### config.mk
export PLATFORM = sky130hd
export DESIGN_NAME = an_guard
export DESIGN_NICKNAME = d
export VERILOG_FILES = /design/src/rtl/an_guard_pkg.sv /design/src/rtl/an_guard_cmd.sv /design/src/rtl/an_guard_eval.sv /design/src/rtl/an_guard.sv
export SDC_FILE = /design/constraint.sdc
export NUM_CORES = 1
export LEC_CHECK = 0
export BUFFER_PORTS_ARGS = -buffer_cell sky130_fd_sc_hd__buf_2
export CORE_MARGIN = 1.5
export CORE_UTILIZATION = 28
export CTS_CLUSTER_SIZE = 20
export DETAILED_ROUTE_END_ITERATION = 12
export PLACE_DENSITY = 0.54
export SYNTH_ARGS = -nofsm -noshare
export SYNTH_HDL_FRONTEND = slang
export SYNTH_HIERARCHICAL = 1
export SYNTH_SLANG_ARGS = --single-unit
### constraint.sdc
create_clock -name clk_i -period 5 [get_ports clk_i]
set_input_delay 0.75 -clock clk_i [delete_from_list [all_inputs] [get_ports clk_i]]
set_output_delay 0.75 -clock clk_i [all_outputs]
set_load 0.01 [all_outputs]
### src/rtl/an_guard_pkg.sv
package an_guard_pkg;
  typedef enum logic [2:0] {
    ST_IDLE, ST_RD_CTRL, ST_RD_STAT, ST_RD_VND, ST_RD_LPA, ST_RD_EXP, ST_EVAL, ST_WR_CTRL
  } guard_st_e;

  localparam int unsigned REG_CTRL = 0;
  localparam int unsigned REG_STAT = 1;
  localparam int unsigned REG_LPA  = 5;
  localparam int unsigned REG_EXP  = 6;
  localparam int unsigned VND_BANK = 1;
  localparam int unsigned VND_REG  = 12;

  localparam int unsigned BIT_AN_EN   = 12;
  localparam int unsigned BIT_RESTART = 9;
  localparam int unsigned BIT_ISO     = 10;
  localparam int unsigned BIT_AN_DONE = 5;
  localparam int unsigned BIT_VND_OK  = 12;
  localparam int unsigned BIT_LP_ACK  = 14;
  localparam int unsigned BIT_LP_ABLE = 0;
endpackage

### src/rtl/an_guard_cmd.sv
module an_guard_cmd
  import an_guard_pkg::*;
#(
  parameter int unsigned ADDR_W = 5,
  parameter int unsigned BANK_W = 2,
  parameter int unsigned DATA_W = 16
) (
  input  guard_st_e          state_i,
  input  logic [DATA_W-1:0]  ctrl_i,
  output logic               req_o,
  output logic               we_o,
  output logic               banked_o,
  output logic [BANK_W-1:0]  bank_o,
  output logic [ADDR_W-1:0]  addr_o,
  output logic [DATA_W-1:0]  wdata_o
);
  localparam logic [DATA_W-1:0] SET_MASK = (DATA_W'(1) << BIT_AN_EN) | (DATA_W'(1) << BIT_RESTART);
  localparam logic [DATA_W-1:0] CLR_MASK = ~(DATA_W'(1) << BIT_ISO);

  always_comb begin
    req_o    = 1'b1;
    we_o     = 1'b0;
    banked_o = 1'b0;
    bank_o   = '0;
    addr_o   = '0;
    wdata_o  = '0;
    unique case (state_i)
      ST_RD_CTRL: addr_o = ADDR_W'(REG_CTRL);
      ST_RD_STAT: addr_o = ADDR_W'(REG_STAT);
      ST_RD_VND: begin
        banked_o = 1'b1;
        bank_o   = BANK_W'(VND_BANK);
        addr_o   = ADDR_W'(VND_REG);
      end
      ST_RD_LPA:  addr_o = ADDR_W'(REG_LPA);
      ST_RD_EXP:  addr_o = ADDR_W'(REG_EXP);
      ST_WR_CTRL: begin
        we_o    = 1'b1;
        addr_o  = ADDR_W'(REG_CTRL);
        wdata_o = (ctrl_i & CLR_MASK) | SET_MASK;
      end
      default:    req_o = 1'b0;
    endcase
  end
endmodule

### src/rtl/an_guard_eval.sv
module an_guard_eval (
  input  logic vnd_ok_i,
  input  logic lp_ack_i,
  input  logic lp_able_i,
  output logic corrupt_o
);
  always_comb corrupt_o = !vnd_ok_i || (lp_able_i && !lp_ack_i);
endmodule

### src/rtl/an_guard.sv
module an_guard
  import an_guard_pkg::*;
#(
  parameter int unsigned ADDR_W = 5,
  parameter int unsigned BANK_W = 2,
  parameter int unsigned DATA_W = 16
) (
  input  logic              clk_i,
  input  logic              rst_ni,
  input  logic              tick_i,
  output logic              mgmt_req_o,
  output logic              mgmt_we_o,
  output logic              mgmt_banked_o,
  output logic [BANK_W-1:0] mgmt_bank_o,
  output logic [ADDR_W-1:0] mgmt_addr_o,
  output logic [DATA_W-1:0] mgmt_wdata_o,
  input  logic              mgmt_ack_i,
  input  logic [DATA_W-1:0] mgmt_rdata_i,
  output logic              restart_o,
  output logic              status_ok_o
);
  guard_st_e         state_q;
  logic [DATA_W-1:0] ctrl_q;
  logic              vnd_ok_q, lp_ack_q, lp_able_q;
  logic              restart_q, ok_q;
  logic              corrupt;
  logic              done;

  an_guard_cmd #(.ADDR_W(ADDR_W), .BANK_W(BANK_W), .DATA_W(DATA_W)) u_cmd (
    .state_i  (state_q),
    .ctrl_i   (ctrl_q),
    .req_o    (mgmt_req_o),
    .we_o     (mgmt_we_o),
    .banked_o (mgmt_banked_o),
    .bank_o   (mgmt_bank_o),
    .addr_o   (mgmt_addr_o),
    .wdata_o  (mgmt_wdata_o)
  );

  an_guard_eval u_eval (
    .vnd_ok_i  (vnd_ok_q),
    .lp_ack_i  (lp_ack_q),
    .lp_able_i (lp_able_q),
    .corrupt_o (corrupt)
  );

  assign done = mgmt_req_o && mgmt_ack_i;

  always_ff @(posedge clk_i or negedge rst_ni) begin
    if (!rst_ni) begin
      state_q   <= ST_IDLE;
      ctrl_q    <= '0;
      vnd_ok_q  <= 1'b0;
      lp_ack_q  <= 1'b0;
      lp_able_q <= 1'b0;
      restart_q <= 1'b0;
      ok_q      <= 1'b0;
    end else begin
      restart_q <= 1'b0;
      ok_q      <= 1'b0;
      unique case (state_q)
        ST_IDLE: if (tick_i) state_q <= ST_RD_CTRL;
        ST_RD_CTRL: if (done) begin
          ctrl_q <= mgmt_rdata_i;
          if (mgmt_rdata_i[BIT_AN_EN]) state_q <= ST_RD_STAT;
          else begin
            state_q <= ST_IDLE;
            ok_q    <= 1'b1;
          end
        end
        ST_RD_STAT: if (done) begin
          if (mgmt_rdata_i[BIT_AN_DONE]) state_q <= ST_RD_VND;
          else begin
            state_q <= ST_IDLE;
            ok_q    <= 1'b1;
          end
        end
        ST_RD_VND: if (done) begin
          vnd_ok_q <= mgmt_rdata_i[BIT_VND_OK];
          state_q  <= ST_RD_LPA;
        end
        ST_RD_LPA: if (done) begin
          lp_ack_q <= mgmt_rdata_i[BIT_LP_ACK];
          state_q  <= ST_RD_EXP;
        end
        ST_RD_EXP: if (done) begin
          lp_able_q <= mgmt_rdata_i[BIT_LP_ABLE];
          state_q   <= ST_EVAL;
        end
        ST_EVAL: begin
          if (corrupt) state_q <= ST_WR_CTRL;
          else begin
            state_q <= ST_IDLE;
            ok_q    <= 1'b1;
          end
        end
        ST_WR_CTRL: if (done) begin
          state_q   <= ST_IDLE;
          restart_q <= 1'b1;
        end
        default: state_q <= ST_IDLE;
      endcase
    end
  end

  assign restart_o   = restart_q;
  assign status_ok_o = ok_q;

  assert_one_result_R8: assert property (@(posedge clk_i) disable iff (!rst_ni)
    !(restart_o && status_ok_o));

  assert_quiet_on_result_R10: assert property (@(posedge clk_i) disable iff (!rst_ni)
    (restart_o || status_ok_o) |-> !mgmt_req_o);

  assert_req_hold_R10: assert property (@(posedge clk_i) disable iff (!rst_ni)
    (mgmt_req_o && !mgmt_ack_i) |=> (mgmt_req_o && $stable(mgmt_addr_o) && $stable(mgmt_we_o)
      && $stable(mgmt_wdata_o) && $stable(mgmt_banked_o) && $stable(mgmt_bank_o)));

  assert_write_shape_R7: assert property (@(posedge clk_i) disable iff (!rst_ni)
    (mgmt_req_o && mgmt_we_o) |-> (mgmt_addr_o == ADDR_W'(REG_CTRL) && !mgmt_banked_o
      && mgmt_wdata_o[BIT_AN_EN] && mgmt_wdata_o[BIT_RESTART] && !mgmt_wdata_o[BIT_ISO]));

  assert_restart_after_write_R7: assert property (@(posedge clk_i) disable iff (!rst_ni)
    $rose(restart_o) |-> $past(mgmt_req_o && mgmt_we_o && mgmt_ack_i));

  assert_banked_target_R4: assert property (@(posedge clk_i) disable iff (!rst_ni)
    (mgmt_req_o && mgmt_banked_o) |-> (mgmt_bank_o == BANK_W'(VND_BANK)
      && mgmt_addr_o == ADDR_W'(VND_REG) && !mgmt_we_o));
endmodule

# [After elaboration in Yosys (flattened, before gate mapping)]
# Cells that the tools add are included.
[word_totals] output_inout_bits=28 mem_count=0 elab_cells=58 latch_bits=0 rom_bits=0 in_bits=20 mem_bits_rw=0 ff_bits=24
[classes] shifts=0 bitwise_logic=0 n_lt_le_gt_ge=0 n_addsub=0 div_mod_pow=0 n_eq_ne=14 n_reduce_logical=12 n_mul=0 muxes=25
[ops] operator="3-bit 2-to-1 mux" n=8
[ops] operator="3-bit one-hot mux with 8 select lines" n=1
[ops] operator="16-bit 2-to-1 mux" n=1
[ops] operator="4-bit one-hot mux with 4 select lines" n=1
[ops] operator="2-bit != test (second input constant)" n=7
[ops] operator="3-bit equality test (second input constant)" n=4
[ops] operator="1-bit 2-to-1 mux" n=11
[ops] operator="2-bit AND reduction" n=4
[ops] operator="7-bit AND reduction" n=1
[ops] operator="3-bit by 2-bit equality test with 1-bit output (second input constant)" n=2
[ops] operator="6-bit OR reduction" n=1
[ops] operator="2-bit 2-to-1 mux" n=2
[ops] operator="3-bit by 1-bit equality test with 1-bit output (second input constant)" n=1
[ops] operator="3-bit zero test" n=1
[ops] operator="1-bit one-hot mux with 3 select lines" n=1
[ops] operator="1-bit logical AND" n=2
[ops] operator="1-bit zero test" n=2
[ops] operator="1-bit logical OR" n=1

# [Longest topological paths before layout]
# Gate-level depths: netlist (run 1).
[logic_depth] word_depth=6 depth_mapped=6

# [Modules after synthesis]
# The synthesis (run 1) kept the hierarchy.
[modules_own_cells] module="an_guard" cells_per_inst=76 seq_area_each_um2=600.6 n_inst=1 area_per_inst_um2=1046.0
[modules_own_cells] module="an_guard_cmd" cells_per_inst=30 seq_area_each_um2=0.0 n_inst=1 area_per_inst_um2=219.0
[modules_own_cells] module="an_guard_eval" cells_per_inst=2 seq_area_each_um2=0.0 n_inst=1 area_per_inst_um2=12.5

# [Least setup slack after synthesis (run 1)]
# Ideal clock, no wire load.
[synth_timing] path_kind="register to register" startpoint="reg state_q[1]" endpoint="reg ctrl_q[0]" required_time_ns=4.875 stages_incl_launch_ff=7 t_arrival_ns=1.783 n_path_buf=1 setup_slack_ns=3.092 period_less_slack_ns=1.908 path_cell_list="dfrtp_1 xnor2_1 nand2b_1 nand3_2 nor3_4 buf_8 mux2_2"
[synth_between] elab_chain_cells=5 word_cells_on_any_way=10 classes_between="eq/ne (6); mux (1); reduce/logical (3)"
[synth_lines] item="from (decl)" line_no="an_guard.sv:22" rtl="guard_st_e state_q;"
[synth_lines] item="from (signal assigned)" line_no="an_guard.sv:51" rtl="state_q <= ST_IDLE;"
[synth_lines] item="from (signal assigned)" line_no="an_guard.sv:62" rtl="ST_IDLE: if (tick_i) state_q <= ST_RD_CTRL;"
[synth_lines] item="from (signal assigned)" line_no="an_guard.sv:65" rtl="if (mgmt_rdata_i[BIT_AN_EN]) state_q <= ST_RD_STAT;"
[synth_lines] item="3-bit by 1-bit equality test with 1-bit output (tied with other cells)" line_no="an_guard_cmd.sv:27" rtl="unique case (state_i)"
[synth_lines] item="6-bit OR reduction (no source line) (*)"
[synth_lines] item="1-bit 2-to-1 mux (*)" line_no="an_guard_cmd.sv:27"
[synth_lines] item="net mgmt_req_o" line_no="an_guard.sv:11" rtl="output logic mgmt_req_o,"
[synth_lines] item="1-bit logical AND (*)" line_no="an_guard.sv:47" rtl="assign done = mgmt_req_o && mgmt_ack_i;"
[synth_lines] item="2-bit AND reduction (no source line) (*)"
[synth_lines] item="to (signal assigned)" line_no="an_guard.sv:64" rtl="ctrl_q <= mgmt_rdata_i;"
[synth_lines] item="to (decl)" line_no="an_guard.sv:23" rtl="logic [DATA_W-1:0] ctrl_q;"
# Mark *: on every way through the listed nets, which the timed path passes. The rest lies on a longest branch.
# A chain may end at the register's enable or synchronous reset.

# [Final worst setup path (run 1)]
[layout_timing] startpoint="reg state_q[1]" endpoint="out mgmt_wdata_o[0]"
[layout_between] elab_chain_cells=2
[layout_lines] item="3-bit equality test" line_no="an_guard_cmd.sv:27"
[layout_lines] item="16-bit 2-to-1 mux" line_no="an_guard_cmd.sv:27"
[layout_lines] item="to (decl)" line_no="an_guard.sv:16" rtl="output logic [DATA_W-1:0] mgmt_wdata_o,"
# Every way passes these cells.

==> results.txt, run 1 <==
Post-route ant nets = 0
Share of layout cells above drive strength 1 = 0.571
Initial antenna violation count = 0
Status = finished, final reports clean
Slew headroom = 0.555
Setup bufs post-CTS = 0
Hold WC Path Type = primary input to async pin
Die height = 67.6 um
TritonRoute pass-1 iters = 4
P&R area growth vs syn = 21.0%
Grt total ovfl = 0
Initial Utilization = 0.292
Buf/Inv on CP = 1
Final period util = 0.486
Placement Setup Slack = 2.66 ns
Pin count of the biggest net entering global routing = 22
CP Max Fanout = 19
Core Box Area = 4000 um^2
Seq. cell area = 526 um^2
Worst EP required = 4.25 ns
Crit. End Element = primary output
Vias in the first global route = 800
Placement Cell Area = 1370 um^2
WL/cell = 12.5 um
Fin nets = 161
Die width = 67.6 um
Final setup vio count = 0
WS Path Type = flop to primary output
Io pins = 48
Area of the multi-input gates = 554 um^2
# DRC = 0
Syn Inst Count = 102
First-iteration detailed-routing DRC count = 15
Syn avg cell area = 11.5 um^2
Tmin final = 2.43 ns
RSZ-0062 raised after global routing = no
GP Congestion = 0.684
Setup ws final = 2.57 ns
Root buffer cell = clkbuf_8
Commonest non-fill, non-tap cell in the layout = buf_2
Slew Viols, Final = 0
Post-synthesis instance area = 1170 um^2
Arr. time, crit path = 1.68 ns
Clock sinks = 21
Synth warn = 6
Ant diodes = 0
Die area = 4570 um^2
Power per Cell Area = 575 nW/um^2
Skew-Pair Late Insertion Delay = 0.26 ns
Vias = 870
Most frequent cells in the layout = buf_2 (42), dfrtp_1 (21), mux2_2 (16)
Vias/cell = 4.58
Hpwl dp = 1760 um
Final std cell area, no fill = 1410 um^2
Final hold violations = 0
H-tree depth = 1
Leakage = 0.000724 uW
Max Cap Viol = 0
Total GRT Usage = 0.110
Largest delay contributor family on the critical path = flip-flops
Clock Skews = 0.00476 ns
Buffers on Ports = 42
Clock transition at path regs = 0.08 ns
Crit path cell chain = and3_4, and2_2, buf_2
Total negative setup slack = 0 ns
Cts hold-fix bufs = 0
First-pass GRT wire length = 3730 um
DRT Wirelength = 2370 um
Cts repair resizes = 0
Peak VDD IR = 0.209 mV
Layout fillers = 416
Max incr delay on CP = 0.73 ns
CTS tree = done
Clk buf depth = 2
Startpoint types = flop
Worst path slowest cell = dfrtp_1
Maximum operating frequency = 412 MHz
CTS Buf Count = 3
Row Count = 23
Worst-Margin Slew = 0.665 ns
flip-flops by register name, indices dropped and copies added (netlist names):
name and count:
ctrl_q 13, lp_ack_q 1, restart_o 1, status_ok_o 1
vnd_ok_q 1, lp_able_q 1, state_q 3
area by class of cell:
type / instances / area share
inverters: 4 / 0.0106
well taps: 50 / 0.0442
clock buffers: 3 / 0.0292
clock inverters: 1 / 0.00354
flip-flops and latches: 21 / 0.372
repair buffers: 42 / 0.149
multi-input cells: 69 / 0.392
final timing paths:
path | from | slack (ns) | depth (start not counted) | to
worst max-delay path | state_q[1]$_DFFE_PN0P_ | 2.57 | 3 | mgmt_wdata_o[0]
worst min-delay path | rst_ni | 0.44 | 1 | ctrl_q[15]$_DFFE_PN0P_
worst max register to register | state_q[1]$_DFFE_PN0P_ | 2.67 | 5 | ctrl_q[2]$_DFFE_PN0P_
worst min register to register | ctrl_q[8]$_DFFE_PN0P_ | 0.50 | 1 | ctrl_q[8]$_DFFE_PN0P_
max in group asynchronous | rst_ni | 4.24 | 1 | ctrl_q[14]$_DFFE_PN0P_
min in group clk_i | ctrl_q[8]$_DFFE_PN0P_ | 0.50 | 1 | ctrl_q[8]$_DFFE_PN0P_
per-layer routing:
metal | up-vias | wire length (um) | share of wire | global-route usage
met4 | 0 | 40 | 0.017 | 0.0587
met5 | - | 0 | 0 | 0
met2 | 27 | 1200 | 0.51 | 0.183
li1 | 426 | - | - | -
met1 | 411 | 1020 | 0.43 | 0.130
met3 | 6 | 107 | 0.045 | 0.0267
per-stage QoR:
stage / utilization / hold slack (ns) / std cells / power (uW)
after global routing: 0.353 / 0.463 / 190 / 883
final: 0.353 / 0.436 / 190 / 814
after detailed placement: 0.342 / 0.488 / 186 / 712
after global placement: 0.342 / 0.480 / 186 / 695
after CTS: 0.353 / 0.452 / 190 / 827
after floorplan: - / 0.454 / 104 / 615
worst reg2reg max path, delay by kind of cell, from the launching register on:
| family | cells | cell delay, ns |
|---|---|---|
| flip-flops | 1 | 0.73 |
| multiplexers | 1 | 0.41 |
| XOR/XNOR | 1 | 0.16 |
| AND/OR/NAND/NOR | 3 | 0.91 |
report_power, final:
part / switching (uW) / leakage (uW) / internal [uW]
Sequential: 80.1 / 0.000254 / 250
Combinational: 175 / 0.000444 / 197
Clock: 56.5 / 0.0000255 / 55.5
Total: 311 / 0.000724 / 502
Power figures use the tool's default switching activity.
==> run 2, diff against run 1 <==
clock period = 2.4 ns   (was 5 ns; I/O delays follow)
==> run 2 against run 1 <==
  * Via count stayed put
  * Global-route usage shrank 0.41 points
  * Final area increased by 1.5%
  * Combinational power grew 140%
  * Hold slack got worse by 0.38 ns
  * First-iteration DRC count shrank 47%
  * Non-clock buffer count is 3 higher
  * Register-to-register slack worse by 2.1 ns
  * Sequential power increased by 87%
  * Critical endpoint is now ctrl_q[1]$_DFFE_PN0P_
==> results.txt, run 2 (synthesis gave the netlist of run 1 again) <==
Status = finished, final reports clean (unchanged)
Pin count of the biggest net entering global routing = 22 (unchanged)
Max Cap Viol = 0 (unchanged)
Ant diodes = 0 (unchanged)
Peak VDD IR = 0.472 mV (was 0.209 mV)
Clock transition at path regs = 0.07 ns (was 0.08 ns)
Most frequent cells in the layout = buf_2 (42), dfrtp_1 (21), mux2_2 (16) (unchanged)
Total negative setup slack = 0 ns (unchanged)
Final non-filler cell total = 193 (was 190)
Setup bufs post-CTS = 0 (unchanged)
H-tree depth = 1 (unchanged)
WS Path Type = flop to flop (was flop to primary output)
Row Count = 23 (unchanged)
Largest register FFs = 13 (unchanged)
Grt total ovfl = 0 (unchanged)
Worst EP required = 2.54 ns (was 4.25 ns)
Startpoint types = flop (unchanged)
Top flop regs = ctrl_q: 13 flops, state_q: 3 flops (unchanged)
Die height = 67.6 um (unchanged)
Io pins = 48 (unchanged)
Clock sinks = 21 (unchanged)
Cts hold-fix bufs = 0 (unchanged)
Clk buf depth = 2 (unchanged)
Commonest non-fill, non-tap cell in the layout = buf_2 (unchanged)
Buffers on Ports = 42 (unchanged)
Die width = 67.6 um (unchanged)
Root buffer cell = clkbuf_8 (unchanged)
Largest delay contributor family on the critical path = simple AND/OR/NAND/NOR gates (was flip-flops)
Vias = 870 (unchanged)
Vias/cell = 4.51 (was 4.58)
Max layer used = met3 (was met4)
TritonRoute pass-1 iters = 2 (was 4)
Initial antenna violation count = 0 (unchanged)
Crit. End Element = flop (was primary output)
Arr. time, crit path = 1.99 ns (was 1.68 ns)
Fin nets = 164 (was 161)
Tmin final = 1.85 ns
Reg2Reg Setup Slack = 0.55 ns (was 2.67 ns)
P&R area growth vs syn = 22.8% (was 21.0%)
Power per Cell Area = 1200 nW/um^2 (was 575 nW/um^2)
Final hold violations = 0 (unchanged)
Top reg by flops = ctrl_q (unchanged)
Placed insts = 189 (was 186)
WL/cell = 12.3 um (was 12.5 um)
Crit path cell chain = nand2b_1, nand3_2, nor3_4, buf_4, mux2_2 (was and3_4, and2_2, buf_2)
Clock Skews = 0.000914 ns (was 0.00476 ns)
Post-route ant nets = 0 (unchanged)
GP Congestion = 0.777 (was 0.684)
Met1 WL = 1090 um (was 1020 um)
First-iteration detailed-routing DRC count = 8 (was 15)
Share of layout cells above drive strength 1 = 0.573 (was 0.571)
Worst setup path start = state_q[0]$_DFFE_PN0P_ (was state_q[1]$_DFFE_PN0P_)
Initial Utilization = 0.292 (unchanged)
Final setup vio count = 0 (unchanged)
Hold WS = 0.0532 ns (was 0.436 ns)
Slew Viols, Final = 0 (unchanged)
# DRC = 0 (unchanged)
Skew-Pair Late Insertion Delay = 0.25 ns (was 0.26 ns)
Die area = 4570 um^2 (unchanged)
RSZ-0062 raised after global routing = no (unchanged)
First-pass GRT wire length = 3670 um (was 3730 um)
Hpwl dp = 1770 um (was 1760 um)
Hold WC Path Type = primary input to async pin (unchanged)
Maximum operating frequency = 542 MHz
WL met3 = 109 um (was 107 um)
Worst r2r src = state_q[0]$_DFFE_PN0P_ (was state_q[1]$_DFFE_PN0P_)
DRT Wirelength = 2370 um (about the same)
Worst path slowest cell = dfrtp_1 (unchanged)
CTS tree = done (unchanged)
Buf/Inv on CP = 1 (unchanged)
Final period util = 0.769
Vias in the first global route = 800 (unchanged)
Total GRT Usage = 0.106 (was 0.110)
Met2 WL = 1170 um (was 1200 um)
Cts repair resizes = 0 (unchanged)
Leakage = 0.000736 uW (was 0.000724 uW)
Core Box Area = 4000 um^2 (unchanged)
Max incr delay on CP = 0.56 ns (was 0.73 ns)
CTS Buf Count = 3 (unchanged)
CP Max Fanout = 14 (was 19)
[run 2: cell types whose count changed in the layout (fill, tap and decap cells not counted), sizes merged]
| cell | previous run | this run |
|---|---|---|
| buf | 42 | 45 |
| clkinv | 1 | 0 |
| clkbuf | 3 | 4 |
[run 2: cell type report]
type	count	area [um^2]
sequential	21	526
multi-input combinational	69	554
inverter	4	15.0
timing repair buffer	45	233
clock buffer	4	45.0
tap	50	62.6
fill	410	2560
[run 2: worst reg2reg max path, cell delays in order, from the launching register on]
cell,delay [ns]
dfrtp_1,0.56
nand2b_1,0.26
nand3_2,0.17
nor3_4,0.14
buf_4,0.24
mux2_2,0.36
[run 2: per-layer routing]
layer | global-route usage | up-vias
li1 | - | 426
met5 | 0 | -
met4 | 0.0255 | 0
met1 | 0.139 | 421
met2 | 0.173 | 23
met3 | 0.0283 | 0
[run 2: through the flow]
stage / setup slack [ns] / total power [uW] / instance area, um^2 / util
floorplan: 0.570 / 1280 / 1180 / -
global placement: 0.609 / 1480 / 1390 / 0.348
detailed placement: 0.558 / 1520 / 1390 / 0.348
CTS: 0.540 / 1760 / 1440 / 0.359
global route: 0.444 / 1860 / 1440 / 0.359
finish: 0.553 / 1720 / 1440 / 0.359
[run 2: where the power goes]
part / internal (uW) / leakage [uW] / total (uW) / switching [uW]
sequential: 523 / 0.000254 / 618 / 94.8
combinational: 435 / 0.000459 / 878 / 443
clock: 118 / 0.0000228 / 224 / 106
total: 1080 / 0.000736 / 1720 / 644
[run 2: path summary, 6_finish.rpt]
kind                                           to  depth (start not counted)
max reg2reg                 ctrl_q[1]$_DFFE_PN0P_                          5
min in group clk_i          ctrl_q[8]$_DFFE_PN0P_                          2
max                         ctrl_q[1]$_DFFE_PN0P_                          5
min reg2reg                ctrl_q[11]$_DFFE_PN0P_                          1
min                        ctrl_q[15]$_DFFE_PN0P_                          1
max in group asynchronous  state_q[0]$_DFFE_PN0P_                          1
